<file path="config.mk">
export PLATFORM = sky130hd
export DESIGN_NAME = bitband_bridge
export DESIGN_NICKNAME = d
export VERILOG_FILES = /design/src/rtl/bb_pkg.sv /design/src/rtl/bb_ctrl.sv /design/src/rtl/bb_datapath.sv /design/src/rtl/bitband_bridge.sv
export SDC_FILE = /design/constraint.sdc
export NUM_CORES = 1
export LEC_CHECK = 0
export ABC_AREA = 0
export ABC_CLOCK_PERIOD_IN_PS = 4300
export CAP_MARGIN = 20
export CORE_MARGIN = 1.5
export CORE_UTILIZATION = 43
export DETAILED_ROUTE_END_ITERATION = 8
export PLACE_DENSITY = 0.95
export SLEW_MARGIN = 40
export SYNTH_ARGS = -nofsm -noshare
export SYNTH_HDL_FRONTEND = slang
export SYNTH_SLANG_ARGS = --single-unit
</file>
<file path="constraint.sdc">
create_clock -name clk -period 4.3 [get_ports clk]
set_input_delay 0.645 -clock clk [delete_from_list [all_inputs] [get_ports clk]]
set_output_delay 0.645 -clock clk [all_outputs]
set_load 0.01 [all_outputs]
</file>
<file path="src/rtl/bb_pkg.sv">
package bb_pkg;
  typedef enum logic [2:0] {
    ST_IDLE, ST_RD_REQ, ST_RD_WAIT, ST_WR_REQ, ST_WR_WAIT, ST_RESP
  } ctrlState_t;

  typedef struct packed {
    logic loadReq;
    logic loadRdRsp;
    logic loadWrRsp;
  } dpStrobe_t;
endpackage

</file>
<file path="src/rtl/bb_ctrl.sv">
module bb_ctrl
  import bb_pkg::*;
(
  input  logic       clk,
  input  logic       rstN,
  input  logic       sReqValid,
  output logic       sReqReady,
  output logic       sRspValid,
  input  logic       reqHit,
  input  logic       reqIsWrite,
  output logic       mReqValid,
  output logic       mReqWrite,
  input  logic       mReqReady,
  input  logic       mRspValid,
  input  logic       mRspErr,
  output dpStrobe_t  strb
);
  ctrlState_t state, stateNext;

  always_comb begin
    stateNext = state;
    strb = '0;
    unique case (state)
      ST_IDLE: if (sReqValid) begin
        strb.loadReq = 1'b1;
        stateNext = reqHit ? ST_RD_REQ : ST_RESP;
      end
      ST_RD_REQ:  if (mReqReady) stateNext = ST_RD_WAIT;
      ST_RD_WAIT: if (mRspValid) begin
        strb.loadRdRsp = 1'b1;
        stateNext = (reqIsWrite && !mRspErr) ? ST_WR_REQ : ST_RESP;
      end
      ST_WR_REQ:  if (mReqReady) stateNext = ST_WR_WAIT;
      ST_WR_WAIT: if (mRspValid) begin
        strb.loadWrRsp = 1'b1;
        stateNext = ST_RESP;
      end
      ST_RESP:    stateNext = ST_IDLE;
      default:    stateNext = ST_IDLE;
    endcase
  end

  always_ff @(posedge clk) begin
    if (!rstN) state <= ST_IDLE;
    else       state <= stateNext;
  end

  assign sReqReady = (state == ST_IDLE);
  assign sRspValid = (state == ST_RESP);
  assign mReqValid = (state == ST_RD_REQ) || (state == ST_WR_REQ);
  assign mReqWrite = (state == ST_WR_REQ);

  AST_ONE_OUTSTANDING: assert property (@(posedge clk) disable iff (!rstN)
    sReqValid && sReqReady |=> !sReqReady);
  AST_RSP_PULSE: assert property (@(posedge clk) disable iff (!rstN)
    sRspValid |=> !sRspValid);
  AST_WB_AFTER_GOOD_READ: assert property (@(posedge clk) disable iff (!rstN)
    $rose(mReqValid && mReqWrite) |-> $past(mRspValid && !mRspErr));
  AST_REQ_HOLD: assert property (@(posedge clk) disable iff (!rstN)
    mReqValid && !mReqReady |=> mReqValid && $stable(mReqWrite));
endmodule

</file>
<file path="src/rtl/bb_datapath.sv">
module bb_datapath
  import bb_pkg::*;
#(
  parameter int ADDR_W  = 32,
  parameter int WIN_NUM = 2,
  parameter int OFF_W   = 25,
  parameter logic [WIN_NUM*ADDR_W-1:0] ALIAS_BASES = {32'h4200_0000, 32'h2200_0000},
  parameter logic [WIN_NUM*ADDR_W-1:0] BACK_BASES  = {32'h4000_0000, 32'h2000_0000}
) (
  input  logic              clk,
  input  logic              rstN,
  input  logic              enable,
  input  logic [ADDR_W-1:0] sReqAddr,
  input  logic              sReqWrite,
  input  logic [1:0]        sReqSize,
  input  logic [31:0]       sReqWdata,
  input  dpStrobe_t         strb,
  output logic              reqHit,
  output logic              reqIsWrite,
  output logic [ADDR_W-1:0] mReqAddr,
  output logic [1:0]        mReqSize,
  output logic [3:0]        mReqBe,
  output logic [31:0]       mReqWdata,
  input  logic [31:0]       mRspRdata,
  input  logic              mRspErr,
  output logic [31:0]       sRspRdata,
  output logic              sRspErr
);
  localparam int TAG_W = ADDR_W - OFF_W;

  logic [WIN_NUM-1:0] winHit;
  logic [ADDR_W-1:0]  selBack, rawAddr, alignAddr;
  logic [1:0]         sizeMask;
  logic [3:0]         beBase;
  logic [4:0]         bitPos, laneBit;
  logic               sizeOk, wbit;

  for (genvar g = 0; g < WIN_NUM; g++) begin : gWin
    assign winHit[g] = enable &&
      (sReqAddr[ADDR_W-1:OFF_W] == ALIAS_BASES[g*ADDR_W+OFF_W +: TAG_W]);
  end

  always_comb begin
    selBack = '0;
    for (int i = 0; i < WIN_NUM; i++)
      if (winHit[i]) selBack = selBack | BACK_BASES[i*ADDR_W +: ADDR_W];
  end

  always_comb begin
    unique case (sReqSize)
      2'd0:    begin sizeMask = 2'b00; beBase = 4'b0001; end
      2'd1:    begin sizeMask = 2'b01; beBase = 4'b0011; end
      default: begin sizeMask = 2'b11; beBase = 4'b1111; end
    endcase
  end

  assign sizeOk    = (sReqSize != 2'd3);
  assign reqHit    = (|winHit) && sizeOk;
  assign rawAddr   = selBack | ADDR_W'(sReqAddr[OFF_W-1:0] >> 5);
  assign alignAddr = rawAddr & ~ADDR_W'(sizeMask);
  assign bitPos    = 5'(sReqAddr[OFF_W-1:0] >> 2) & {sizeMask, 3'b111};
  assign laneBit   = {alignAddr[1:0], 3'b000} + bitPos;
  assign wbit      = (sReqWdata & 32'd1) != 32'd0;

  logic [4:0]  bitQ;
  logic        wbitQ;
  logic [31:0] wordQ, rspData;
  logic        rspErr;

  always_ff @(posedge clk) begin
    if (!rstN) begin
      mReqAddr   <= '0;
      mReqSize   <= '0;
      mReqBe     <= '0;
      bitQ       <= '0;
      wbitQ      <= 1'b0;
      reqIsWrite <= 1'b0;
      wordQ      <= '0;
      rspData    <= '0;
      rspErr     <= 1'b0;
    end else begin
      if (strb.loadReq) begin
        mReqAddr   <= alignAddr;
        mReqSize   <= sReqSize;
        mReqBe     <= beBase << alignAddr[1:0];
        bitQ       <= laneBit;
        wbitQ      <= wbit;
        reqIsWrite <= sReqWrite;
        rspData    <= '0;
        rspErr     <= !reqHit;
      end
      if (strb.loadRdRsp) begin
        rspErr  <= mRspErr;
        rspData <= {31'b0, !mRspErr && mRspRdata[bitQ]};
        wordQ   <= wbitQ ? (mRspRdata | (32'd1 << bitQ))
                         : (mRspRdata & ~(32'd1 << bitQ));
      end
      if (strb.loadWrRsp) begin
        rspErr  <= mRspErr;
        rspData <= '0;
      end
    end
  end

  assign mReqWdata = wordQ;
  assign sRspRdata = rspData;
  assign sRspErr   = rspErr;

  AST_ADDR_HELD: assert property (@(posedge clk) disable iff (!rstN)
    !strb.loadReq |=> $stable(mReqAddr));
  AST_ERR_ZERO_DATA: assert property (@(posedge clk) disable iff (!rstN)
    strb.loadRdRsp && mRspErr |=> sRspErr && sRspRdata == 32'd0);
endmodule

</file>
<file path="src/rtl/bitband_bridge.sv">
module bitband_bridge
  import bb_pkg::*;
#(
  parameter int ADDR_W  = 32,
  parameter int WIN_NUM = 2,
  parameter int OFF_W   = 25,
  parameter logic [WIN_NUM*ADDR_W-1:0] ALIAS_BASES = {32'h4200_0000, 32'h2200_0000},
  parameter logic [WIN_NUM*ADDR_W-1:0] BACK_BASES  = {32'h4000_0000, 32'h2000_0000}
) (
  input  logic              clk,
  input  logic              rstN,
  input  logic              enable,
  input  logic              sReqValid,
  output logic              sReqReady,
  input  logic [ADDR_W-1:0] sReqAddr,
  input  logic              sReqWrite,
  input  logic [1:0]        sReqSize,
  input  logic [31:0]       sReqWdata,
  output logic              sRspValid,
  output logic [31:0]       sRspRdata,
  output logic              sRspErr,
  output logic              mReqValid,
  input  logic              mReqReady,
  output logic [ADDR_W-1:0] mReqAddr,
  output logic              mReqWrite,
  output logic [1:0]        mReqSize,
  output logic [3:0]        mReqBe,
  output logic [31:0]       mReqWdata,
  input  logic              mRspValid,
  input  logic [31:0]       mRspRdata,
  input  logic              mRspErr
);
  dpStrobe_t strb;
  logic reqHit, reqIsWrite;

  bb_ctrl u_ctrl (
    .clk(clk), .rstN(rstN),
    .sReqValid(sReqValid), .sReqReady(sReqReady), .sRspValid(sRspValid),
    .reqHit(reqHit), .reqIsWrite(reqIsWrite),
    .mReqValid(mReqValid), .mReqWrite(mReqWrite), .mReqReady(mReqReady),
    .mRspValid(mRspValid), .mRspErr(mRspErr), .strb(strb)
  );

  bb_datapath #(
    .ADDR_W(ADDR_W), .WIN_NUM(WIN_NUM), .OFF_W(OFF_W),
    .ALIAS_BASES(ALIAS_BASES), .BACK_BASES(BACK_BASES)
  ) u_dp (
    .clk(clk), .rstN(rstN), .enable(enable),
    .sReqAddr(sReqAddr), .sReqWrite(sReqWrite), .sReqSize(sReqSize),
    .sReqWdata(sReqWdata), .strb(strb),
    .reqHit(reqHit), .reqIsWrite(reqIsWrite),
    .mReqAddr(mReqAddr), .mReqSize(mReqSize), .mReqBe(mReqBe),
    .mReqWdata(mReqWdata), .mRspRdata(mRspRdata), .mRspErr(mRspErr),
    .sRspRdata(sRspRdata), .sRspErr(sRspErr)
  );

  AST_DISABLED_REJECT: assert property (@(posedge clk) disable iff (!rstN)
    sReqValid && sReqReady && !enable |=> sRspValid && sRspErr);
  AST_BE_COUNT: assert property (@(posedge clk) disable iff (!rstN)
    mReqValid |-> $countones(mReqBe) == (1 << mReqSize));
endmodule

</file>
==> results.txt <==
CTS root buf: clkbuf_8
Drt pass-1 iters: 6
Placed inst area: 5170 um^2
Core Box Area: 8850 um^2
Via count: 4024
Hold WC Path Type: reg -> reg
RR Endpoint: u_dp.sRspRdata[0]
Unrepaired setup endpoints after global routing: no
Count leader, synth: nand2_1
Hold buffer count at CTS: 0
Vias in the first global route: 3887
Port Buffers: 138
CTS H-tree depth: 3
Yosys Warn Count: 0
Post-route cell area: 5420 um^2
Clock Latency Late Sink: 350 ps
Post-synth EDFFs: 0
Worst-Margin Slew: 793 ps
Final hold viol count: 0
Register area share after synthesis: 36.2%
CTS tree: built
Max Fanout on Critical Path: 10
Global-route wire length before repair: 17900 um
DRT Wirelength: 11200 um
Syn_area_per_cell: 7.85 um^2
Crit-path cells: nor2b_1, and2_1, clkdlybuf4s50_1
Worst EP required: 3650 ps
Main synth FF type: dfxtp_1
Largest net degree at the start of global routing: 69
Post-layout min period: 2610 ps
# rows: 34
Synth cell types: 46
Relative slew slack: 46.7%
Worst Path Arrival: 1970 ps
Num CTS Buffers: 9
Mapped Cells: 507
# IOs: 213
CP startpoint kind: register
Flops & latches, synth: 72
CP Capture Point: sRspValid
Chip Height: 99.2 um
Share of the synthesized area in the top cell type: 36.2%
Layout cells sized above 1: 5.47%
Max Clock Skew: 16.6 ps
Initial antenna violation count: 0
Nature of the critical path endpoint: primary output
Final net count: 725
Most area-consuming cells after synthesis: dfxtp_1 (36%), nand2_1 (9.5%), buf_4 (8.3%)
Antenna Cells: 0
Starting density of the core: 45.0%
GP Congestion: 0.847
Longest Clk Path Bufs: 2
Top cells by count, synth: nand2_1 (101), dfxtp_1 (72), nor2_1 (48)
Final setup fails: 0
Reg-to-reg slack, setup: 2100 ps
CTS Sinks: 72
Die area: 9840 um^2
Async set-or-reset flop fraction in the synthesized netlist: 0%
CP max stage delay: 540 ps
Leakage Power: 1.89 nW
Outcome: completed
Peak VDD IR: 0.000234 V
WL/cell: 15.3 um
Drt drc: 0
CP startpoint: u_ctrl.state[2]
CP max-delay cell: dfxtp_1
Gr ovfl total: 0
Max-slew violations: 0
Area leader, netlist: dfxtp_1
Max Cap Violations: 0
Die width: 99.2 um
Initial drt markers: 283
Setup_tns: 0 ps
Total track usage: 22.4%
Cell area after synthesis: 3980 um^2
PwrDens: 352 nW/um^2
Clock transition at path regs: 80 ps
Reg2reg path depth: 4
FF-to-FF Start: u_dp.bitQ[0]
HPWL after detailed placement: 8110 um
F_max: 383 MHz
Critical Setup Path Class: reg -> out
Post-CTS setup buffer count: 0
Detail Route Antenna Nets: 0
Area growth, synth to finish: 36.1%
PostCTS Resize Cnt: 0
Period utilisation layout: 60.7%
HP Start: u_dp.mReqBe[1]
Routed vias/inst: 5.51
[flip-flops by register name (all words and copies together) (netlist names)]
| name | count |
|---|---|
| u_dp.reqIsWrite | 1 |
| u_dp.bitQ | 5 |
| u_dp.mReqWdata | 32 |
| u_dp.mReqSize | 2 |
| u_dp.sRspErr | 1 |
| u_dp.mReqBe | 4 |
| u_ctrl.state | 3 |
| u_dp.wbitQ | 1 |
| u_dp.sRspRdata | 1 |
| u_dp.mReqAddr | 22 |
[cell type report]
| type | instances | area [um^2] |
|---|---|---|
| Fill cell | 702 | 3430 |
| Multi-Input combinational cell | 391 | 2180 |
| Sequential cell | 72 | 1450 |
| Timing Repair Buffer | 141 | 1400 |
| Tap cell | 108 | 135 |
| Clock buffer | 9 | 124 |
| Clock inverter | 6 | 116 |
| Inverter | 3 | 11.3 |
[worst max-delay path: cells and delay by family (launching register included)]
kind / cells / cell delay [ps]
buffers and inverters: 1 / 530
and+or+nand+nor: 2 / 560
DFF: 1 / 540
[cells by family (layout without fill, tap and decap cells)]
kind of cell	after synthesis	after routing	share of synthesized area [%]
flip-flops	72	72	36.2
multiplexers	22	22	7.20
adder cells (fa/ha/maj)	1	1	0.314
AND/OR/NAND/NOR	220	220	25.4
buffers and inverters	84	159	13.1
XOR/XNOR	3	3	0.660
AO/OA/AOI/OAI	104	104	17.0
other	1	41	0.0942
[per-stage QoR]
step                      setup slack, ps  hold WS [ps]  instances  power (mW)  utilization (%)
final                                1690           461        730        1.91             61.2
after global placement               1750           441        715        1.23             58.4
after floorplan                      2530           437        547        1.08                -
after CTS                            1670           464        730        1.91             61.1
after global routing                 1600           481        730        1.99             61.2
after detailed placement             1690           451        715        1.25             58.4
[power breakdown]
part | switching [mW] | internal, mW
combinational | 0.225 | 0.225
sequential | 0.0744 | 0.717
clock | 0.278 | 0.388
[cell usage in the layout (no fill, tap or decap), types with 4 or more instances in the layout]
cell and instances:
o21ai_0 16, clkbuf_8 9, nor2_1 48, nor2b_1 9
nand3_1 20, clkdlybuf4s50_1 138, nand2b_1 7, dfxtp_1 69
conb_1 41, mux4_1 4, a21oi_1 42, nor3b_1 4
nand2_1 100, a211oi_1 9, or2_2 4, nor3_1 7
and2_1 4, mux2i_1 17, a311oi_1 26
[how the worst min path moves through the flow]
stage | end | slack (ps) | cells after the start
global placement | u_dp.mReqAddr[12] | 440 | 2
CTS | u_dp.mReqBe[1] | 460 | 2
finish | u_dp.mReqBe[1] | 460 | 2
global route | u_dp.mReqAddr[8] | 480 | 2
detailed placement | u_dp.mReqBe[1] | 450 | 2
floorplan | u_dp.reqIsWrite | 440 | 2
[layer usage]
| layer | vias up | track usage (%) | routed length [um] |
|---|---|---|---|
| met5 | - | 0 | 0 |
| met4 | 0 | 10.2 | 270 |
| met3 | 29 | 6.61 | 1080 |
| met2 | 235 | 39.0 | 5650 |
| met1 | 1858 | 25.4 | 4170 |
| li1 | 1902 | - | - |
Note: power is estimated with default switching activity, not from simulation.
